<file path="src/rtl/rob_pkg.sv">
package rob_pkg;

    typedef struct packed {
        logic valid;
        logic done;
        logic exc;
        logic is_st;
        logic is_ucld;
        logic is_rmw;
        logic is_bar;
        logic fp;
        logic addr_ok;
        logic sdep;
        logic rdy;
        logic in_mem;
    } rob_flags_t;

    function automatic rob_flags_t new_entry(logic st, logic ld, logic rmw, logic bar, logic fp);
        rob_flags_t f;
        f         = '0;
        f.valid   = 1'b1;
        f.is_st   = st;
        f.is_ucld = ld;
        f.is_rmw  = rmw;
        f.is_bar  = bar;
        f.fp      = fp;
        f.in_mem  = st | ld;
        return f;
    endfunction

endpackage

</file>
<file path="src/rtl/rob_release_scan.sv">
module rob_release_scan
    import rob_pkg::*;
#(
    parameter int RET_W  = 4,
    parameter int SB_CAP = 8,
    localparam int CW    = $clog2(SB_CAP + 1),
    localparam int AVW   = $clog2(RET_W + 1)
) (
    input  rob_flags_t       win [RET_W],
    input  logic [AVW-1:0]   avail,
    input  logic [CW-1:0]    cnt_in,
    input  logic             nb_mode,
    output logic [RET_W-1:0] rel,
    output logic [RET_W-1:0] drop,
    output logic [RET_W-1:0] mark_done,
    output logic [CW-1:0]    cnt_out
);

    logic          go;
    logic [CW-1:0] run;

    always_comb begin
        go        = 1'b1;
        run       = cnt_in;
        rel       = '0;
        drop      = '0;
        mark_done = '0;
        for (int k = 0; k < RET_W; k++) begin
            if (go && (k < int'(avail))) begin
                if (win[k].is_st && !win[k].rdy && win[k].addr_ok && !win[k].sdep
                    && (run < CW'(SB_CAP))) begin
                    rel[k] = 1'b1;
                    if (win[k].exc) begin
                        drop[k] = 1'b1;
                    end else begin
                        run = run + 1'b1;
                        if (nb_mode && !win[k].is_rmw) mark_done[k] = 1'b1;
                    end
                end else if (win[k].is_ucld && !win[k].rdy && win[k].addr_ok && !win[k].sdep) begin
                    rel[k]  = 1'b1;
                    drop[k] = win[k].exc;
                end
                if (!win[k].done || win[k].exc) go = 1'b0;
            end
        end
        cnt_out = run;
    end

endmodule

</file>
<file path="src/rtl/rob_retire_ctl.sv">
module rob_retire_ctl
    import rob_pkg::*;
#(
    parameter int DEPTH   = 32,
    parameter int PREGS   = 64,
    parameter int RET_LAT = 1,
    localparam int IW     = $clog2(DEPTH),
    localparam int PW     = $clog2(PREGS),
    localparam int AW     = $clog2(RET_LAT + 2)
) (
    input  rob_flags_t     hd,
    input  logic [AW-1:0]  hd_age,
    input  logic [PW-1:0]  hd_preg,
    input  logic [IW-1:0]  hd_idx,
    input  logic           nonempty,
    output logic           retire,
    output logic           exc_valid,
    output logic [IW-1:0]  exc_idx,
    output logic           int_fv,
    output logic [PW-1:0]  int_fr,
    output logic           fp_fv,
    output logic [PW-1:0]  fp_fr,
    output logic           bar_pop
);

    logic settled;
    logic mem_hold;

    assign settled  = (hd.done || hd.exc) && (hd_age >= AW'(RET_LAT));
    assign mem_hold = hd.in_mem && !hd.exc;
    assign retire   = nonempty && hd.valid && settled && !mem_hold;

    assign exc_valid = retire && hd.exc;
    assign exc_idx   = hd_idx;
    assign fp_fv     = retire && !hd.exc && hd.fp;
    assign fp_fr     = hd_preg;
    assign int_fv    = retire && !hd.exc && !hd.fp && (hd_preg != '0);
    assign int_fr    = hd_preg;
    assign bar_pop   = retire && !hd.exc && hd.is_bar;

endmodule

</file>
<file path="src/rtl/rob_retire_window.sv">
module rob_retire_window
    import rob_pkg::*;
#(
    parameter int DEPTH   = 32,
    parameter int RET_W   = 4,
    parameter int SB_CAP  = 8,
    parameter int RET_LAT = 1,
    parameter int PREGS   = 64,
    localparam int IW     = $clog2(DEPTH),
    localparam int PW     = $clog2(PREGS),
    localparam int CW     = $clog2(SB_CAP + 1),
    localparam int AW     = $clog2(RET_LAT + 2),
    localparam int AVW    = $clog2(RET_W + 1)
) (
    input  logic                clk,
    input  logic                rst,
    input  logic                flush,
    input  logic                nb_mode,
    input  logic                alloc_valid,
    input  logic                alloc_is_st,
    input  logic                alloc_is_ucld,
    input  logic                alloc_is_rmw,
    input  logic                alloc_is_bar,
    input  logic                alloc_fp,
    input  logic [PW-1:0]       alloc_preg,
    output logic                alloc_ready,
    output logic [IW-1:0]       alloc_tag,
    input  logic                cmp_valid,
    input  logic [IW-1:0]       cmp_idx,
    input  logic                cmp_exc,
    input  logic                agen_valid,
    input  logic [IW-1:0]       agen_idx,
    input  logic                agen_sdep,
    input  logic                st_issue,
    output logic [RET_W-1:0]    rel_valid,
    output logic [RET_W-1:0]    rel_drop,
    output logic [RET_W*IW-1:0] rel_idx,
    output logic                int_free_valid,
    output logic [PW-1:0]       int_free_reg,
    output logic                fp_free_valid,
    output logic [PW-1:0]       fp_free_reg,
    output logic                exc_valid,
    output logic [IW-1:0]       exc_idx,
    output logic                bar_pop,
    output logic                sync_busy
);

    rob_flags_t    flags_q [DEPTH];
    logic [AW-1:0] age_q   [DEPTH];
    logic [PW-1:0] preg_q  [DEPTH];
    logic [IW:0]   head_q, tail_q;
    logic [CW-1:0] cnt_q, cnt_scan;
    logic          sync_q;

    logic [IW:0]      count;
    logic             full;
    logic [AVW-1:0]   avail;
    logic [IW-1:0]    head_idx;
    logic [IW-1:0]    win_idx [RET_W];
    rob_flags_t       win     [RET_W];
    logic [RET_W-1:0] mark_done;
    logic             retire;

    assign count       = tail_q - head_q;
    assign full        = (count == (IW+1)'(DEPTH));
    assign alloc_ready = !full;
    assign alloc_tag   = tail_q[IW-1:0];
    assign head_idx    = head_q[IW-1:0];
    assign avail       = (count >= (IW+1)'(RET_W)) ? AVW'(RET_W) : AVW'(count);
    assign sync_busy   = sync_q;

    for (genvar k = 0; k < RET_W; k++) begin : g_win
        assign win_idx[k]             = head_idx + IW'(k);
        assign win[k]                 = flags_q[win_idx[k]];
        assign rel_idx[k*IW +: IW]    = win_idx[k];
    end

    rob_release_scan #(.RET_W(RET_W), .SB_CAP(SB_CAP)) u_scan (
        .win       (win),
        .avail     (avail),
        .cnt_in    (cnt_q),
        .nb_mode   (nb_mode),
        .rel       (rel_valid),
        .drop      (rel_drop),
        .mark_done (mark_done),
        .cnt_out   (cnt_scan)
    );

    rob_retire_ctl #(.DEPTH(DEPTH), .PREGS(PREGS), .RET_LAT(RET_LAT)) u_ret (
        .hd        (flags_q[head_idx]),
        .hd_age    (age_q[head_idx]),
        .hd_preg   (preg_q[head_idx]),
        .hd_idx    (head_idx),
        .nonempty  (count != '0),
        .retire    (retire),
        .exc_valid (exc_valid),
        .exc_idx   (exc_idx),
        .int_fv    (int_free_valid),
        .int_fr    (int_free_reg),
        .fp_fv     (fp_free_valid),
        .fp_fr     (fp_free_reg),
        .bar_pop   (bar_pop)
    );

    always_ff @(posedge clk) begin
        if (rst || flush) begin
            for (int i = 0; i < DEPTH; i++) flags_q[i] <= '0;
            cnt_q  <= '0;
            sync_q <= 1'b0;
            if (rst) begin
                head_q <= '0;
                tail_q <= '0;
            end else begin
                tail_q <= head_q;
            end
        end else begin
            for (int i = 0; i < DEPTH; i++) begin
                if (flags_q[i].valid && (flags_q[i].done || flags_q[i].exc)
                    && (age_q[i] < AW'(RET_LAT)))
                    age_q[i] <= age_q[i] + 1'b1;
            end
            if (cmp_valid && flags_q[cmp_idx].valid) begin
                flags_q[cmp_idx].done <= 1'b1;
                if (cmp_exc) flags_q[cmp_idx].exc <= 1'b1;
            end
            if (agen_valid && flags_q[agen_idx].valid) begin
                flags_q[agen_idx].addr_ok <= 1'b1;
                flags_q[agen_idx].sdep    <= agen_sdep;
            end
            for (int k = 0; k < RET_W; k++) begin
                if (rel_valid[k]) begin
                    flags_q[win_idx[k]].rdy    <= 1'b1;
                    flags_q[win_idx[k]].in_mem <= 1'b0;
                end
                if (mark_done[k]) flags_q[win_idx[k]].done <= 1'b1;
            end
            if (retire) begin
                flags_q[head_idx].valid <= 1'b0;
                head_q <= head_q + 1'b1;
            end
            cnt_q <= (st_issue && (cnt_scan != '0)) ? cnt_scan - 1'b1 : cnt_scan;
            if (alloc_valid && !full && alloc_is_bar) sync_q <= 1'b1;
            else if (bar_pop)                         sync_q <= 1'b0;
            if (alloc_valid && !full) begin
                flags_q[alloc_tag] <= new_entry(alloc_is_st, alloc_is_ucld, alloc_is_rmw,
                                                alloc_is_bar, alloc_fp);
                age_q[alloc_tag]   <= '0;
                preg_q[alloc_tag]  <= alloc_preg;
                tail_q <= tail_q + 1'b1;
            end
        end
    end

    a_r1_full_refuse: assert property (@(posedge clk) disable iff (rst)
        (alloc_valid && full && !flush) |=> $stable(tail_q));

    a_r3_credit_cap: assert property (@(posedge clk) disable iff (rst)
        cnt_q <= CW'(SB_CAP));

    a_r7_need_done: assert property (@(posedge clk) disable iff (rst)
        retire |-> (flags_q[head_idx].done || flags_q[head_idx].exc));

    a_r8_hold_unreleased: assert property (@(posedge clk) disable iff (rst)
        (count != '0 && flags_q[head_idx].in_mem && !flags_q[head_idx].exc) |-> !retire);

    a_r10_int_zero: assert property (@(posedge clk) disable iff (rst)
        int_free_valid |-> (int_free_reg != '0));

    a_r12_flush_empty: assert property (@(posedge clk) disable iff (rst)
        flush |=> (tail_q == head_q && cnt_q == '0));

    for (genvar k = 0; k < RET_W; k++) begin : g_chk
        a_r2_window: assert property (@(posedge clk) disable iff (rst)
            rel_valid[k] |-> (k < int'(avail)));
    end

endmodule

</file>
<file path="config.mk">
export PLATFORM = sky130hd
export DESIGN_NAME = rob_retire_window
export DESIGN_NICKNAME = d
export VERILOG_FILES = /design/src/rtl/rob_pkg.sv /design/src/rtl/rob_release_scan.sv /design/src/rtl/rob_retire_ctl.sv /design/src/rtl/rob_retire_window.sv
export SDC_FILE = /design/constraint.sdc
export NUM_CORES = 2
export LEC_CHECK = 0
export BUFFER_PORTS_ARGS = -buffer_cell sky130_fd_sc_hd__buf_2
export CAP_MARGIN = 10
export CORE_MARGIN = 2
export CORE_UTILIZATION = 35
export DETAILED_ROUTE_END_ITERATION = 6
export PLACE_DENSITY = 0.56
export SYNTH_ARGS = -nofsm -noshare
export SYNTH_HDL_FRONTEND = slang
export SYNTH_SLANG_ARGS = --single-unit
</file>
<file path="constraint.sdc">
create_clock -name clk -period 15.1 [get_ports clk]
set_input_delay 2.265 -clock clk [delete_from_list [all_inputs] [get_ports clk]]
set_output_delay 2.265 -clock clk [all_outputs]
set_load 0.01 [all_outputs]
</file>
; After elaboration in Yosys (flattened, before gate mapping)
; Memory sizes are Yosys's and may differ from the RTL's. A register that Yosys moved wholly into a read port is not among the register bits.
; Index checks and enable logic that the tools add are counted.
[word_totals]
ramBits = 640
regBits = 17
elab_cells = 511
output_inout_bits = 56
input_bits = 31
memories = 3
[op_classes]
muxes = 233
bitwise_logic = 1
addsub = 43
n_lt_le_gt_ge = 42
n_reduce_logical = 184
n_eq_ne = 1
[mem_list]
columns = memory, words, width, rd, rd_clocked_by_memory_dff, wr, line
row1 = flags_q, 32, 12, 38, 1, 32, rob_retire_window.sv:48  ; rob_flags_t flags_q [DEPTH];
row2 = preg_q, 32, 6, 1, 1, 1, rob_retire_window.sv:50  ; logic [PW-1:0] preg_q [DEPTH];
row3 = age_q, 32, 2, 33, 1, 33, rob_retire_window.sv:49  ; logic [AW-1:0] age_q [DEPTH];
[ops]
columns = op, count
row1 = $mux 1, 191
row2 = $logic_and 1x1->1, 115
row3 = $mux 12, 7
row4 = $reduce_or 12->1, 7
row5 = $add 2x1->2 const B, 32
row6 = $lt 2x1->1 const B, 32
row7 = $mux 4, 14
row8 = $mux 5, 10
row9 = $logic_or 1x1->1, 37
row10 = $mux 6, 5
row11 = $logic_not 1->1, 19
row12 = $add 4x1->4 const B, 4
row13 = $lt 4x4->1 const B, 4
row14 = $mux 3, 5
row15 = $add 6x1->6 const B, 2
row16 = $reduce_bool 6->1, 2
row17 = $add 5x2->5 const B, 2
row18 = $eq 6x6->1 const B, 1
row19 = $ge 6x3->1 const B, 1
row20 = $lt 1x3->1 const A, 2
row21 = $lt 2x3->1 const A, 2
row22 = $reduce_bool 2->1, 3
row23 = $sub 6x6->6, 1
row24 = $add 5x1->5 const B, 1
row25 = other kinds (5), 5

; Longest topological paths before layout
[depth]
word_depth = 24
mapped_depth = 29

; Cells and area by module
; From an unflattened synthesis, not the netlist that was laid out.
[unflattened]
hier_cells = 3676
hier_area_um2 = 42727.2
[by_module_without_submodules]
columns = mod, cells_per_inst, area_each_um2, n_inst
row1 = rob_retire_window, 3557, 41838.9, 1
row2 = rob_release_scan, 91, 691.9, 1
row3 = rob_retire_ctl, 28, 196.4, 1

; Least setup slack after synthesis
; OpenSTA, ideal clock, no wires.
[synth_path]
path_kind = register to output
startpoint = register head_q[1]
endpoint = output rel_drop[3]
slack_ns = 7.531
stages_incl_launch_ff = 20
required_time_ns = 12.835
arrival_ns = 5.304
cell_sequence = edfxtp_1 -> buf_2 -> buf_2 -> buf_2 -> buf_2 -> buf_1 -> inv_1 -> ha_1 -> buf_2 -> buf_2 -> buf_2 -> buf_4 -> buf_2 -> buf_1 -> mux4_2 -> nand2_1 -> a311oi_1 -> nor2_1 -> nor4_1 -> and2_1
[synth_between]
word_cells_on_any_way = 60
classes_between = 6 x add/sub / 8 x order compare / 17 x mux / 28 x reduce/logical / 1 x memory
[synth_lines]
columns = item, line
row1 = from (decl), rob_retire_window.sv:51  ; logic [IW:0] head_q, tail_q;
row2 = from (signal assigned), rob_retire_window.sv:139  ; head_q <= head_q + 1'b1;
row3 = $add 5x2->5 (*), rob_retire_window.sv:73  ; assign win_idx[k] = head_idx + IW'(k);
row4 = named net rel_idx[11], rob_retire_window.sv:37  ; output logic [RET_W*IW-1:0] rel_idx,
row5 = $mem_v2 32x12 (*), n/a
row6 = $logic_not 1->1, rob_release_scan.sv:30  ; if (win[k].is_st && !win[k].rdy && win[k].addr_ok && !win[k].sdep
row7 = $logic_and 1x1->1 (3 in a row), rob_release_scan.sv:30
row8 = $logic_and 1x1->1, rob_release_scan.sv:31  ; && (run < CW'(SB_CAP))) begin
row9 = $mux 4, rob_release_scan.sv:30
row10 = $mux 4, rob_release_scan.sv:29  ; if (go && (k < int'(avail))) begin
row11 = $lt 4x4->1, rob_release_scan.sv:31
row12 = $logic_and 1x1->1, rob_release_scan.sv:31
row13 = $mux 1, rob_release_scan.sv:30
row14 = $mux 1 (*), rob_release_scan.sv:29
row15 = to (decl), rob_retire_window.sv:36  ; output logic [RET_W-1:0] rel_drop,
; The timed path passes the listed nets; every way through them passes the cells marked *.

; Worst setup path after layout
[layout_path]
startpoint = register head_q[1]
endpoint = output rel_drop[3]
[layout_between]
elab_chain_cells = 17
word_cells_on_any_way = 60
classes_between = 6 x add/sub / 8 x order compare / 17 x mux / 28 x reduce/logical / 1 x memory
[layout_lines]
columns = item, line
row1 = $sub 6x6->6 or $add 5x1->5 (tied branches), "rob_retire_window.sv:64, rob_retire_window.sv:73"
row2 = $ge 6x3->1 or $mem_v2 32x12 (tied branches), n/a
row3 = $mux 3 or $logic_not 1->1 (tied branches), "rob_retire_window.sv:69, rob_release_scan.sv:30"
row4 = $lt 1x3->1 or $logic_and 1x1->1 (tied branches), "rob_release_scan.sv:29, rob_release_scan.sv:30"
row5 = $mux 4 or $logic_and 1x1->1 (tied branches), "rob_release_scan.sv:29, rob_release_scan.sv:30"
row6 = "$add 4x1->4, or another cell as far along", rob_release_scan.sv:36  ; run = run + 1'b1;
row7 = $mux 4 or $logic_and 1x1->1 (tied branches), "rob_release_scan.sv:33, rob_release_scan.sv:31"
row8 = $mux 4, rob_release_scan.sv:30
row9 = $mux 4, rob_release_scan.sv:29
row10 = $add 4x1->4 or $lt 4x4->1 (tied branches), "rob_release_scan.sv:36, rob_release_scan.sv:31"
row11 = $mux 4 or $logic_and 1x1->1 (tied branches), "rob_release_scan.sv:33, rob_release_scan.sv:31"
row12 = $mux 4, rob_release_scan.sv:30
row13 = $mux 4, rob_release_scan.sv:29
row14 = $lt 4x4->1, rob_release_scan.sv:31
row15 = $logic_and 1x1->1, rob_release_scan.sv:31
row16 = $mux 1, rob_release_scan.sv:30
row17 = $mux 1 (*), rob_release_scan.sv:29
; Mark *: on every way between the ends. The rest lies on a longest branch, timed or not.

==> impl_metrics.toml <==
[outcome]
outcome = "finished with violations"
violations = "DRC"

[detailed_routing]
vias_per_cell = 6.46
wl_um = 174000
wl_met2_um = 75400
firstDrtPassIters = 7
wl_met3_um = 18700
avgRoutedWirePerCell_um = 34.6
drt-met1-wl_um = 69900
drcViolationCount = 1
drt_iter0_markers = 5187
highest_layer = "met5"
vias = 32500
ant_nets = 0

[timing]
hold_ws_ns = 0.457
layout_min_cycle_time_ns = 8.92
finClkSkew_ns = 0.0518
hold_violations = 0
setup_ws_ns = 6.18
rsz0062_at_grt = "no"
slew_headroom_pct = 3.05
setup-violations-final = 0
worst_pin_slew_ns = 1.45
tns_ns = 0
drv_slew = 0
post-route-period-util_pct = 59.0
max_freq_mhz = 112

[placement]
pre_cts_ws_ns = 6.87
io_buffer_count = 86
place_area_mm2 = 0.0404
gp_congestion = 1.06
dp_hpwl_um = 125000

[hold_path]
min_path_type = "flop to flop"
min-delay-start = "flags_q[6][3]$_SDFFE_PP0P_"
hold_end = "flags_q[6][3]$_SDFFE_PP0P_"
min_path_cells = 2

[clock_tree]
cts_tree = "built"
cts_setup_buffers = 0
h-tree-depth = 3
root_buffer = "clkbuf_16"
worstSkewPairLatency_ns = 0.69
hold_buffers = 0
cts_buffers = 76
clk_path_buf_depth = 3
cts-resized-gates = 0
clk_pin_slew_worst_paths_ns = 0.06
cts.sinks = 662

[yosys]
seq_area_frac_synth_pct = 44.4
synthArstFlopShare_pct = 0
syn_avg_cell_area_um2 = 11.0
synth_flop_cell = "edfxtp_1"
syn-cell-area_mm2 = 0.0387
synth_edf_count = 396
synthDistinctLibCells = 102
synthesis.nets = 3593
ys_seq_elements = 662
syn_inst = 3509
ys_warn_count = 0

[setup_path]
timing.reg2reg.worst_path_depth = 19
cp_num_buf_inv = 4
crit_top_cell = "nor4_1"
slowest_stage = "nor4_1"
ff2ff_setup_slack_ns = 7.66
path_cells = "buf_12, inv_1, ha_4, buf_4, mux4_2, a22o_1, nor4_1, o21a_1, or4_1, o211ai_1, a21boi_2, nor2_1, nor4_1, and2_1, buf_2"
slowest_delay_ns = 0.90
worstPathRequired_ns = 12.84
critPathLaunchType = "flop"
worstSetupPathType = "flop to primary output"
rr_startpoint = "head_q[1]$_DFFE_PN_"
rr_endpoint = "flags_q[16][0]$_DFFE_PP_"
worst_path_dominant_cell_family = "simple AND/OR/NAND/NOR gates"
crit_arrival_ns = 6.65
critPathMaxFanout = 77
end_kind = "primary output"

[die]
die_x_um = 337
pin_count = 87
die_area_mm2 = 0.113
rows = 122
initial_core_util_pct = 35.1
die_h_um = 337
core-area_mm2 = 0.110

[cells_and_area]
fin_nets = 3560
area_growth_pct = 11.1
drive_gt1_share_pct = 19.9
fin_area_mm2 = 0.0430
post-route-util_pct = 39.0

[run]
drv_cap = 0

[global_route]
grt_max_degree = 80
grt_pass1_vias = 30400
grt_overflow = 0
globalRouteTotalUtil_pct = 30.2
grt_pass1_wl_um = 241000
antenna_found_initial = 8

[power_and_ir_drop]
worst_ir_drop_vdd_mv = 0.0860
p_leak_nw = 15.2
p_per_area_mw_per_mm2 = 112
## worst reg2reg max path, cell delays in order, from the launching register on
cell,delay (ns)
edfxtp_1,0.37
buf_12,0.43
inv_1,0.37
ha_4,0.80
buf_4,0.57
inv_1,0.17
buf_4,0.30
mux4_2,0.42
o221ai_1,0.13
a221oi_2,0.23
o211ai_1,0.23
a211oi_2,0.35
nand4_2,0.33
o211ai_1,0.48
a21boi_2,0.14
o21ai_2,0.23
nor2_2,0.05
buf_4,0.19
a221oi_1,1.13
nand3_1,0.24
## area by class of cell
class / instances / area (µm²)
clock buffer: 95 / 2030
multi-input combinational: 2454 / 19800
clock inverter: 47 / 563
antenna: 3 / 7.51
inverter: 113 / 428
fill: 10900 / 67200
tap: 1488 / 1860
sequential: 662 / 17200
timing repair buffer: 169 / 1070
## cells in the final DEF (no fill, tap or decap), types with 76 or more instances in the layout
cell type / instances
clkbuf_16: 76
o21ai_0: 126
a21oi_1: 196
dfxtp_1: 261
mux4_2: 273
inv_1: 93
edfxtp_1: 396
nand2_1: 302
nor2_1: 317
buf_4: 79
buf_2: 88
mux2i_1: 124
and3_1: 191
o22ai_1: 79
## sequential cells by signal, summed over array words and instances (netlist names), named ones only
register	flops
age_q	64
cnt_q	4
flags_q	384
head_q	6
preg_q	192
sync_busy	1
tail_q	6
## cells in the mapped netlist, types with 33 or more instances
library cell	n	area share [%]
nand3_1	68	0.88
mux2_2	33	0.96
nor2b_1	44	0.71
o21ai_0	126	1.6
edfxtp_1	396	31
mux4_2	273	16
nand2b_1	39	0.63
or2_2	43	0.69
buf_2	56	0.72
inv_1	93	0.90
and2_1	35	0.57
and3_1	191	3.1
a22oi_1	50	0.97
a221oi_1	42	0.95
xnor2_1	45	1.0
ha_1	52	1.7
a21oi_1	196	2.5
nand2_1	302	2.9
o22ai_1	79	1.3
dfxtp_1	266	14
mux2i_1	124	3.2
clkbuf_1	148	1.4
nor2_1	323	3.1
buf_4	44	0.85
## power by group
group	leakage [nW]	total, mW	internal [mW]	switching (mW)
logic	7.76	0.878	0.299	0.579
registers	6.14	2.00	1.94	0.0565
clock network	1.26	1.94	1.10	0.840
## worst max path at each step
stage / from / endpoint / slack (ns) / depth (start not counted)
finish: head_q[1]$_DFFE_PN_ / rel_drop[3] / 6.18 / 15
global route: head_q[0]$_DFFE_PN_ / rel_drop[3] / 5.92 / 14
CTS: head_q[0]$_DFFE_PN_ / rel_drop[3] / 6.17 / 14
detailed placement: head_q[0]$_DFFE_PN_ / rel_drop[3] / 6.87 / 14
global placement: head_q[0]$_DFFE_PN_ / rel_drop[3] / 6.98 / 14
floorplan: head_q[1]$_DFFE_PN_ / rel_drop[3] / 7.53 / 19
## routing by layer
metal / global-route usage (%) / vias up
met4: 15.2 / 14
met1: 40.7 / 16600
met5: 0 / -
met2: 45.0 / 2059
li1: - / 13300
met3: 7.78 / 495
## logic make-up after synthesis
| family | synth area share, % |
|---|---|
| simple gates | 15.3 |
| flops | 44.4 |
| buf+inv | 4.61 |
| mux | 20.2 |
| xor+xnor | 1.40 |
| fa+ha+maj | 1.73 |
| compound gates | 12.3 |
## through the flow
step / total power [mW] / std cells
global route: 4.93 / 5028
finish: 4.82 / 5031
global placement: 2.88 / 4883
CTS: 4.81 / 5026
floorplan: 2.57 / 3509
detailed placement: 2.89 / 4884
(Power assumes the default switching activity.)
